## src/rtl/perf_mon_pkg.sv

```systemverilog
package perf_mon_pkg;
  localparam int NUM_EVT = 4;
  localparam int NUM_CNT = NUM_EVT + 1;
  localparam int CYC_ID  = NUM_EVT;
  localparam int SEL_W   = 8;
  localparam int ADDR_W  = 4;

  localparam logic [ADDR_W-1:0] A_CTRL = 4'd0;
  localparam logic [ADDR_W-1:0] A_SEL  = 4'd1;
  localparam logic [ADDR_W-1:0] A_FLAG = 4'd2;
  localparam logic [ADDR_W-1:0] A_IEN  = 4'd3;
  localparam logic [ADDR_W-1:0] A_CYC  = 4'd4;
  localparam logic [ADDR_W-1:0] A_EVT0 = 4'd5;

  // control bit positions
  localparam int C_RUN    = 0;
  localparam int C_EVTCLR = 1;
  localparam int C_CYCCLR = 2;
  localparam int C_DIV    = 3;

  // position of counter id in the shared flag/enable layout
  function automatic int flag_pos(input int id);
    return (id == CYC_ID) ? 0 : id + 1;
  endfunction
endpackage

```

## src/rtl/pm_prescaler.sv

```systemverilog
module pm_prescaler #(
  parameter int DIV_RATIO = 64
) (
  input  logic clk,
  input  logic rst_n,
  input  logic run,
  input  logic clr,
  output logic tick
);
  localparam int PW = (DIV_RATIO > 1) ? $clog2(DIV_RATIO) : 1;
  localparam logic [PW-1:0] LAST = PW'(DIV_RATIO - 1);

  logic [PW-1:0] pcnt_q;

  assign tick = run && (pcnt_q == LAST);

  always_ff @(posedge clk or negedge rst_n) begin
    if (!rst_n)    pcnt_q <= '0;
    else if (clr)  pcnt_q <= '0;
    else if (run)  pcnt_q <= tick ? '0 : pcnt_q + 1'b1;
  end


  tick_restart_chk: assert property (@(posedge clk) disable iff (!rst_n)
    tick |=> pcnt_q == '0);
endmodule

```

## src/rtl/pm_counter.sv

```systemverilog
module pm_counter #(
  parameter int W = 32
) (
  input  logic         clk,
  input  logic         rst_n,
  input  logic         inc,
  input  logic         clr,
  input  logic         ld,
  input  logic [W-1:0] ld_val,
  output logic [W-1:0] cnt,
  output logic         wrap
);
  function automatic logic [W-1:0] bump(input logic [W-1:0] v);
    return v + 1'b1;
  endfunction

  logic [W-1:0] cnt_q;

  assign cnt  = cnt_q;
  assign wrap = inc && !clr && !ld && (cnt_q == '1);

  always_ff @(posedge clk or negedge rst_n) begin
    if (!rst_n)     cnt_q <= '0;
    else if (clr)   cnt_q <= '0;
    else if (ld)    cnt_q <= ld_val;
    else if (inc)   cnt_q <= bump(cnt_q);
  end


  wrap_zero_chk: assert property (@(posedge clk) disable iff (!rst_n)
    wrap |=> cnt_q == '0);

  preload_chk: assert property (@(posedge clk) disable iff (!rst_n)
    (ld && !clr) |=> cnt_q == $past(ld_val));
endmodule

```

## src/rtl/perf_mon_unit.sv

```systemverilog
module perf_mon_unit
  import perf_mon_pkg::*;
#(
  parameter int EVT_W     = 16,
  parameter int CNT_W     = 32,
  parameter int DIV_RATIO = 64
) (
  input  logic               clk,
  input  logic               rst_n,
  input  logic               reg_wr,
  input  logic [ADDR_W-1:0]  reg_addr,
  input  logic [CNT_W-1:0]   reg_wdata,
  output logic [CNT_W-1:0]   reg_rdata,
  input  logic [EVT_W-1:0]   evt_in,
  output logic               irq
);
  localparam int SELV_W = SEL_W * NUM_EVT;

  function automatic logic sel_hit(input logic [SEL_W-1:0] s, input logic [EVT_W-1:0] ev);
    logic h;
    h = 1'b0;
    for (int i = 0; i < EVT_W; i++)
      if (s == SEL_W'(i)) h = ev[i];
    return h;
  endfunction

  logic               run_q, div_q;
  logic [SELV_W-1:0]  sel_q;
  logic [NUM_CNT-1:0] ien_q, flag_q;

  logic ctrl_wr, flag_wr, evt_clr, cyc_clr, tick;
  logic [NUM_CNT-1:0] inc, clr, ld, wrap, ovf_map;
  logic [CNT_W-1:0]   cnt [NUM_CNT];

  assign ctrl_wr = reg_wr && (reg_addr == A_CTRL);
  assign flag_wr = reg_wr && (reg_addr == A_FLAG);
  assign evt_clr = ctrl_wr && reg_wdata[C_EVTCLR];
  assign cyc_clr = ctrl_wr && reg_wdata[C_CYCCLR];

  pm_prescaler #(.DIV_RATIO(DIV_RATIO)) u_pre (
    .clk(clk), .rst_n(rst_n), .run(run_q && div_q), .clr(cyc_clr), .tick(tick)
  );

  for (genvar k = 0; k < NUM_CNT; k++) begin : g_cnt
    if (k == CYC_ID) begin : g_cyc
      assign inc[k] = run_q && (!div_q || tick);
      assign clr[k] = cyc_clr;
      assign ld[k]  = reg_wr && (reg_addr == A_CYC);
    end else begin : g_evt
      assign inc[k] = run_q && sel_hit(sel_q[k*SEL_W +: SEL_W], evt_in);
      assign clr[k] = evt_clr;
      assign ld[k]  = reg_wr && (reg_addr == A_EVT0 + ADDR_W'(k));

      idle_sel_chk: assert property (@(posedge clk) disable iff (!rst_n)
        (sel_q[k*SEL_W +: SEL_W] == 8'hFF && !ld[k] && !clr[k]) |=> $stable(cnt[k]));
    end
    assign ovf_map[flag_pos(k)] = wrap[k];

    pm_counter #(.W(CNT_W)) u_cnt (
      .clk(clk), .rst_n(rst_n), .inc(inc[k]), .clr(clr[k]), .ld(ld[k]),
      .ld_val(reg_wdata), .cnt(cnt[k]), .wrap(wrap[k])
    );
  end

  always_ff @(posedge clk or negedge rst_n) begin
    if (!rst_n) begin
      run_q  <= 1'b0;
      div_q  <= 1'b0;
      sel_q  <= '0;
      ien_q  <= '0;
      flag_q <= '0;
    end else begin
      if (ctrl_wr) begin
        run_q <= reg_wdata[C_RUN];
        div_q <= reg_wdata[C_DIV];
      end
      if (reg_wr && reg_addr == A_SEL) sel_q <= reg_wdata[SELV_W-1:0];
      if (reg_wr && reg_addr == A_IEN) ien_q <= reg_wdata[NUM_CNT-1:0];
      flag_q <= ovf_map | (flag_q & ~(flag_wr ? reg_wdata[NUM_CNT-1:0] : '0));
    end
  end

  assign irq = |(flag_q & ien_q);

  always_comb begin
    reg_rdata = '0;
    case (reg_addr)
      A_CTRL: begin
        reg_rdata[C_RUN] = run_q;
        reg_rdata[C_DIV] = div_q;
      end
      A_SEL:  reg_rdata = CNT_W'(sel_q);
      A_FLAG: reg_rdata = CNT_W'(flag_q);
      A_IEN:  reg_rdata = CNT_W'(ien_q);
      A_CYC:  reg_rdata = cnt[CYC_ID];
      default: begin
        for (int k = 0; k < NUM_EVT; k++)
          if (reg_addr == A_EVT0 + ADDR_W'(k)) reg_rdata = cnt[k];
      end
    endcase
  end


  cnt_hold_chk: assert property (@(posedge clk) disable iff (!rst_n)
    (!run_q && !reg_wr) |=> $stable(cnt[CYC_ID]) && $stable(cnt[0]));

  flag_w1c_chk: assert property (@(posedge clk) disable iff (!rst_n)
    (flag_wr && reg_wdata[0] && !wrap[CYC_ID]) |=> !flag_q[0]);

  irq_raise_chk: assert property (@(posedge clk) disable iff (!rst_n)
    (wrap[CYC_ID] && ien_q[0] && !(reg_wr && reg_addr == A_IEN)) |=> irq);
endmodule

```

## config.mk

```make
export PLATFORM = sky130hd
export DESIGN_NAME = perf_mon_unit
export DESIGN_NICKNAME = d
export VERILOG_FILES = /design/src/rtl/perf_mon_pkg.sv /design/src/rtl/pm_prescaler.sv /design/src/rtl/pm_counter.sv /design/src/rtl/perf_mon_unit.sv
export SDC_FILE = /design/constraint.sdc
export NUM_CORES = 1
export LEC_CHECK = 0
export BUFFER_PORTS_ARGS = -buffer_cell sky130_fd_sc_hd__buf_2
export CORE_ASPECT_RATIO = 0.75
export CORE_MARGIN = 5
export CORE_UTILIZATION = 50
export CTS_CLUSTER_DIAMETER = 80
export DETAILED_ROUTE_END_ITERATION = 6
export PLACE_DENSITY = 0.69
export RECOVER_POWER = 100
export SLEW_MARGIN = 20
export SYNTH_ARGS = -nofsm -noshare
export SYNTH_HDL_FRONTEND = slang
export SYNTH_SLANG_ARGS = --single-unit
```

## constraint.sdc

```tcl
create_clock -name clk -period 5.9 [get_ports clk]
set_clock_uncertainty 0.05 [all_clocks]
set_input_delay 0.295 -clock clk [delete_from_list [all_inputs] [get_ports clk]]
set_output_delay 0.295 -clock clk [all_outputs]
set_load 0.01 [all_outputs]
```

# Word level (Yosys, flattened, before mapping)
# Cells that the tools add are included.
[op_classes] n_addsub=6 n_mul=0 div_mod_pow=0 n_lt_le_gt_ge=0 n_eq_ne=74 shifts=0 n_mux=91 bitwise_logic=4 n_reduce_logical=54
[op_table] cell="two-way mux 32 bit" n=19
[op_table] cell="== test 8 x 4 -> 1 bit, second input constant" n=32
[op_table] cell="adder 32 x 1 -> 32 bit, second input constant" n=5
[op_table] cell="== test 32 bit, second input constant" n=5
[op_table] cell="one-hot mux 28 bit (5 select lines)" n=1
[op_table] cell="== test 8 x 3 -> 1 bit, second input constant" n=16
[op_table] cell="== test 8 x 2 -> 1 bit, second input constant" n=8
[op_table] cell="two-way mux 1 bit" n=64
[op_table] cell="logical AND 1 bit" n=33
[op_table] cell="== test 8 x 1 -> 1 bit, second input constant" n=4
[op_table] cell="logical NOT 8 bit" n=4
[op_table] cell="two-way mux 6 bit" n=3
[op_table] cell="== test 4 x 3 -> 1 bit, second input constant" n=4
[op_table] cell="nonzero test 3 bit" n=5
[op_table] cell="bitwise AND 5 bit" n=2
[op_table] cell="one-hot mux 1 bit (5 select lines)" n=2
[op_table] cell="one-hot mux 2 bit (5 select lines)" n=1
[op_table] cell="== test 4 x 2 -> 1 bit, second input constant" n=2
[op_table] cell="logical NOT 1 bit" n=8
[op_table] cell="adder 6 x 1 -> 6 bit, second input constant" n=1
[op_table] cell="== test 6 bit, second input constant" n=1
[op_table] cell="two-way mux 5 bit" n=1
[op_table] cell="NOT 5 bit" n=1
[op_table] cell="OR 5 bit" n=1
[op_table] cell="6 further kinds" n=6
[word_totals] ff_bits=210 latch_bits=0 mem_bits_rw=0 mem_bits_ro=0 input_bits=55 output_inout_bits=33 word_cells=240 n_memories=0

# Logic depth before layout (Yosys ltp)
[logic_depth] word_depth=22 depth_mapped=9 ltp_nobuf=7

# Modules after synthesis
# A second synthesis with hierarchy kept.
[hier_totals] cells_unflattened=1646 hier_area_um2=14762.9
[modules_own_cells] mod="pm_counter (g_cnt[0].u_cnt ...)" n_inst=4 cells_per_inst=249 area_per_inst_um2=2118.3 seq_area_each_um2=800.8
[modules_own_cells] mod="perf_mon_unit" n_inst=1 cells_per_inst=367 area_per_inst_um2=3806.2 seq_area_each_um2=1101.1
[modules_own_cells] mod="pm_counter (g_cnt[4].u_cnt)" n_inst=1 cells_per_inst=251 area_per_inst_um2=2163.3 seq_area_each_um2=800.8
[modules_own_cells] mod="pm_prescaler" n_inst=1 cells_per_inst=32 area_per_inst_um2=320.3 seq_area_each_um2=150.1

# Least setup slack after synthesis
# Ideal clock, no wire load.
[synth_path] path_kind="reg-to-reg" start="reg sel_q[10]" end="reg g_cnt[1].u_cnt.cnt_q[24]" setup_ns=0.135 arrival_ns=2.024 required_time_ns=5.715 slack_ns=3.691 stages_incl_launch_ff=10 n_path_buf=3 synth_period_minus_slack_ns=2.209 cell_sequence="dfrtp_1 buf_2 mux2_2 o311a_1 and3_1 buf_2 or2_1 buf_2 a311oi_1 nor3_1"
[synth_between] elab_chain_cells=19 elab_cells_between_ends=34 cone_classes="eq/ne (15); mux (16); reduce/logical (3)"
[synth_lines] item="from (decl)" line_no="perf_mon_unit.sv:28" text="logic [SELV_W-1:0] sel_q;"
[synth_lines] item="from (signal assigned)" line_no="perf_mon_unit.sv:77" text="if (reg_wr && reg_addr == A_SEL) sel_q <= reg_wdata[SELV_W-1:0];"
[synth_lines] item="logical NOT 8 bit" line_no="perf_mon_unit.sv:23" text="if (s == SEL_W'(i)) h = ev[i];"
[synth_lines] item="two-way mux 1 bit (15 in series)" line_no="perf_mon_unit.sv:23"
[synth_lines] item="two-way mux 1 bit *" line_no="perf_mon_unit.sv:23"
[synth_lines] item="logical AND 1 bit *" line_no="perf_mon_unit.sv:50" text="assign inc[k] = run_q && sel_hit(sel_q[k*SEL_W +: SEL_W], evt_in);"
[synth_lines] item="nonzero test 3 bit (no source line) *"
[synth_lines] item="to (signal assigned)" line_no="pm_counter.sv:25" text="else if (ld) cnt_q <= ld_val;"
[synth_lines] item="to (signal assigned)" line_no="pm_counter.sv:26" text="else if (inc) cnt_q <= bump(cnt_q);"
[synth_lines] item="to (decl)" line_no="pm_counter.sv:17" text="logic [W-1:0] cnt_q;"
# Mark *: on every way between the ends. The rest lies on a longest branch, timed or not.
# A chain may end at the register's enable or synchronous reset.

# Final worst setup path
[layout_path] start="in reg_addr[0]" end="reg sel_q[4]"
[layout_between] elab_chain_cells=2
[layout_lines] item="from (decl)" line_no="perf_mon_unit.sv:11" text="input logic [ADDR_W-1:0] reg_addr,"
[layout_lines] item="== test 4 x 1 -> 1 bit" line_no="perf_mon_unit.sv:77"
[layout_lines] item="logical AND 1 bit" line_no="perf_mon_unit.sv:77"
# Every way passes these cells.

==> results list <==
- Number of resized instances in the post-cts repair step: 0
- Maximum single-stage delay on the critical path: 1.13 ns
* Site Rows: 52
* Clock tree from TritonCTS: done
- The wire-length estimate of the detail-placed layout is 38.95 mm.
- Proportion of power drawn by combinational gates: 23.9%
- Per-cell routed wire length: 28.17 um
- Number of remaining DRC errors: 19
- The top cell type by area accounts for 37.71% of the synthesized area.
- Fraction of synthesis flops using an asynchronous set or reset pin: 100.0%
- Number of pins exceeding their max-slew limit in the final report: 311
- Transition time of the tightest slew-check pin: 2.751 ns
- Antenna violations before repair: 3
* Share of power burned in registers: 46.9%
- Clock latency of the later-clocked register in the worst-skew pair: 0.54 ns
* Synth cell count leaders: 210 x sky130_fd_sc_hd__dfrtp_1, 156 x sky130_fd_sc_hd__o21ai_0, 132 x sky130_fd_sc_hd__a21oi_1, 132 x sky130_fd_sc_hd__nand2_1, 90 x sky130_fd_sc_hd__clkbuf_1
- The routed layout has 13,860 vias.
- Summed negative setup slack over all endpoints: 0 ns
- Result of the run: complete, but fails checks
- The critical path goes through clkbuf_1, nand2b_1, nor3_1, clkbuf_1, nand2_1, clkbuf_1, mux2_2.
* Clock net sink count: 210
- Non-filler cells, final: 1,938
- The final reports fail on design-rule violations, max-capacitance violations, max-slew violations.
- Crit path buffers/inverters: 3
- Number of iterations in the first detailed-routing pass: 7
- Most used DFF post-synth: sky130_fd_sc_hd__dfrtp_1
* Clk root buf: sky130_fd_sc_hd__clkbuf_16
* Starting density of the core: 51.24%
- The tool flagged a number of max-cap violations equal to 6.
- Global-route wire length before repair: 81.16 mm
* Internal power: 0.003328 W
* GR Overflow Total: 0
- In the post-synthesis netlist, the cell with the most instances is sky130_fd_sc_hd__dfrtp_1.
- STA classifies the critical path endpoint as a flip-flop.
- CTS H-Tree Depth: 1
- Grouping stages by cell kind, the critical path spends the most delay in buffers and inverters.
- Cell count after synthesis: 1,557
- Number of cells after detailed placement: 1,891
- Worst EP required: 6.27 ns
- Power density relative to cell area: 351.5 mW/mm^2
* Wirelength, routed: 54.60 mm
- Static timing analysis puts the maximum clock frequency at 0.2329 GHz.
* Die extent in y: 154.6 um
* Count of cell types in the netlist: 80
- In this run the tightest slew margin relative to its limit is -83.38%.
* Critical path startpoint category: primary input
- Number of hold violations in the final report: 0
* Clock share of power: 29.3%
- The setup check on the worst reg-to-reg path leaves a slack of 1.64 ns.
- Grt peak-use layer: met1
- Final Setup Violations: 0
* Data arrival at the endpoint of the critical path: 4.66 ns
- In this run the remaining antenna-violating nets after routing total 0.
- In this run the static leakage power is 5.894 nW.
- By area the synthesized netlist is led by sky130_fd_sc_hd__dfrtp_1 38%, sky130_fd_sc_hd__o21ai_0 5.6%, sky130_fd_sc_hd__xor2_1 5.6%, sky130_fd_sc_hd__a21oi_1 4.7%, sky130_fd_sc_hd__a222oi_1 4.1%.
* Total Routing Usage GR: 33.60%
* Crit-path most repeated cell: sky130_fd_sc_hd__clkbuf_1
- In this run, synthesis produced a sequential element count of 210.
* Core footprint: 0.02720 mm^2
* Critical path start-end classification: in -> reg
- Pin count of the biggest net entering global routing: 112
- Proportion of synthesized chip area in sequential cells: 37.71%
- The analysis attributes to net switching a power of 0.002020 W.
* Drt first-iter violations: 2,389
- The Yosys step of the flow raised 0 warnings.
- Met3 GRT Util: 8.604%
* Buffers from clock root to sink, at most: 3
- Number of flops mapped to enable cells by yosys: 0
- Maximum fanout encountered on the critical timing path: 28
* I/O pin cnt: 88
- Fin crit period: 4.293 ns
- Cell with the largest stage delay on the worst path: sky130_fd_sc_hd__clkbuf_1
- Die outline area: 0.03134 mm^2
* Final Cycle Share: 72.77%
- IR analysis of the VDD net gives a maximum drop of 0.2172 mV.
- For this run, global-route usage on met1 was measured as 50.84%.
* Post-synth top area cell: sky130_fd_sc_hd__dfrtp_1
* Post-DR vias/cell: 7.153
- Global placement routability congestion: 0.9932
- The layout has 2,482 filler cells.
* Hold Path Class: in -> reg
- The floorplan step set the die width to 202.8 um.
- In this run the mean area of a mapped cell was 8.950 um^2.
- Post-layout nets: 1,628
- In the final layout, the share of cells above drive strength 1 is 11.29%.
- Switch share: 37.77%
* Number of clock buffers inserted by TritonCTS: 24
- GR met2 Demand/Resource: 45.77%
- Number of buffers inserted by port buffering: 87
- Net Count, Synth: 1,618
* Area of the mapped netlist: 0.01393 mm^2
- After clock tree synthesis, the clock-pin slew on the worst setup and hold paths is 0.06 ns.
- Layout Area Growth over Synthesis: 9.194%
* Vias in the first global route: 12,490
- Unrepaired setup endpoints after global routing: false
worst register-to-register path, cell delays in order (launching register included):
cell and delay [ns]:
sky130_fd_sc_hd__dfrtp_1 0.42, sky130_fd_sc_hd__nor4_1 0.92, sky130_fd_sc_hd__o311ai_0 0.42, sky130_fd_sc_hd__nor4_4 0.22
sky130_fd_sc_hd__clkbuf_1 1.08, sky130_fd_sc_hd__o21ai_0 0.61, sky130_fd_sc_hd__o31a_1 0.39, sky130_fd_sc_hd__nor2_1 0.10
layout by cell type (no fill, tap or decap), types with 26 or more instances in the layout:
| master | instances |
|---|---|
| sky130_fd_sc_hd__o2111ai_1 | 31 |
| sky130_fd_sc_hd__nor3_1 | 29 |
| sky130_fd_sc_hd__o211ai_1 | 35 |
| sky130_fd_sc_hd__nand2_1 | 131 |
| sky130_fd_sc_hd__and3_1 | 43 |
| sky130_fd_sc_hd__nor2_1 | 73 |
| sky130_fd_sc_hd__a222oi_1 | 57 |
| sky130_fd_sc_hd__o21ai_0 | 158 |
| sky130_fd_sc_hd__mux2_2 | 45 |
| sky130_fd_sc_hd__xnor2_1 | 29 |
| sky130_fd_sc_hd__clkbuf_1 | 46 |
| sky130_fd_sc_hd__dfrtp_1 | 210 |
| sky130_fd_sc_hd__mux2i_1 | 26 |
| sky130_fd_sc_hd__nand3_1 | 48 |
| sky130_fd_sc_hd__xor2_1 | 89 |
| sky130_fd_sc_hd__nand4_1 | 33 |
| sky130_fd_sc_hd__buf_2 | 52 |
| sky130_fd_sc_hd__a21oi_1 | 132 |
power groups by stage:
| stage | registers [W] | clock network (W) | logic [W] |
|---|---|---|---|
| after global placement | 0.00247 | 0 | 0.00124 |
| after CTS | 0.00246 | 0.00158 | 0.00128 |
| final | 0.00251 | 0.00157 | 0.00128 |
| after floorplan | 0.00220 | 0 | 0.000982 |
| after global routing | 0.00254 | 0.00164 | 0.00139 |
| after detailed placement | 0.00248 | 0 | 0.00127 |
area by class of cell:
| type | count | area, um^2 | area share (%) |
|---|---|---|---|
| Antenna cell | 2 | 5.005 | 0.03289 |
| Sequential cell | 210 | 5255 | 34.54 |
| Tap cell | 351 | 439.2 | 2.886 |
| Clock buffer | 38 | 724.4 | 4.761 |
| Multi-Input combinational cell | 1209 | 8108 | 53.29 |
| Inverter | 15 | 56.30 | 0.3700 |
| Timing Repair Buffer | 107 | 543.0 | 3.569 |
| Clock inverter | 6 | 85.08 | 0.5592 |
flip-flops by register name (all words and copies together) (netlist names):
| name | cells |
|---|---|
| run_q | 1 |
| div_q | 1 |
| flag_q | 5 |
| ien_q | 5 |
| sel_q | 32 |
| g_cnt.u_cnt.cnt | 160 |
| u_pre.pcnt_q | 6 |
routing by layer:
layer / wire [um] / part of all wire (%) / vias up
met1: 23130 / 42 / 6697
met2: 22060 / 40 / 996
met5: 30 / 0.055 / -
li1: - / - / 6022
met3: 6695 / 12 / 146
met4: 2681 / 4.9 / 2
path summary, 6_finish.rpt:
kind,from,endpoint,depth (start not counted)
worst max-delay path,reg_addr[0],sel_q[4]$_DFFE_PN0P_,7
worst min-delay path,reg_wdata[11],g_cnt[1].u_cnt.cnt[11]$_DFFE_PN0P_,3
worst max register to register,sel_q[12]$_DFFE_PN0P_,g_cnt[1].u_cnt.cnt[16]$_DFFE_PN0P_,7
worst min register to register,u_pre.pcnt_q[5]$_DFFE_PN0P_,u_pre.pcnt_q[5]$_DFFE_PN0P_,1
max in group asynchronous,rst_n,g_cnt[4].u_cnt.cnt[10]$_DFFE_PN0P_,2
min in group asynchronous,rst_n,sel_q[24]$_DFFE_PN0P_,2
timing repair:
| action | in CTS | in global routing |
|---|---|---|
| setup buffers | 0 | 0 |
| hold buffers | 1 | 0 |
| endpoints found under the hold margin | 99 | 0 |
logic make-up (layout without fill, tap and decap cells):
logic type	count (synthesis)	after routing	synth area share (%)
compound gates	540	540	26.00
simple gates	468	468	17.85
flops	210	210	37.71
buf+inv	138	166	4.058
xor+xnor	118	118	7.417
mux	77	77	6.420
fa+ha+maj	6	6	0.5387
other cells	0	2	0
through the flow:
step	total power, W	hold WS, ns	worst slack [ns]	utilization, %	instance area (um^2)
after CTS	0.005318	0.01958	2.520	56.42	15340
after global placement	0.003708	0.3355	2.627	53.40	14520
after detailed placement	0.003751	0.3285	2.496	53.40	14520
final	0.005348	0.04255	1.607	55.95	15220
after floorplan	0.003179	-0.05059	3.691	-	13930
after global routing	0.005568	0.06475	1.430	55.95	15220
No activity file was read; power rests on OpenSTA's default activity.
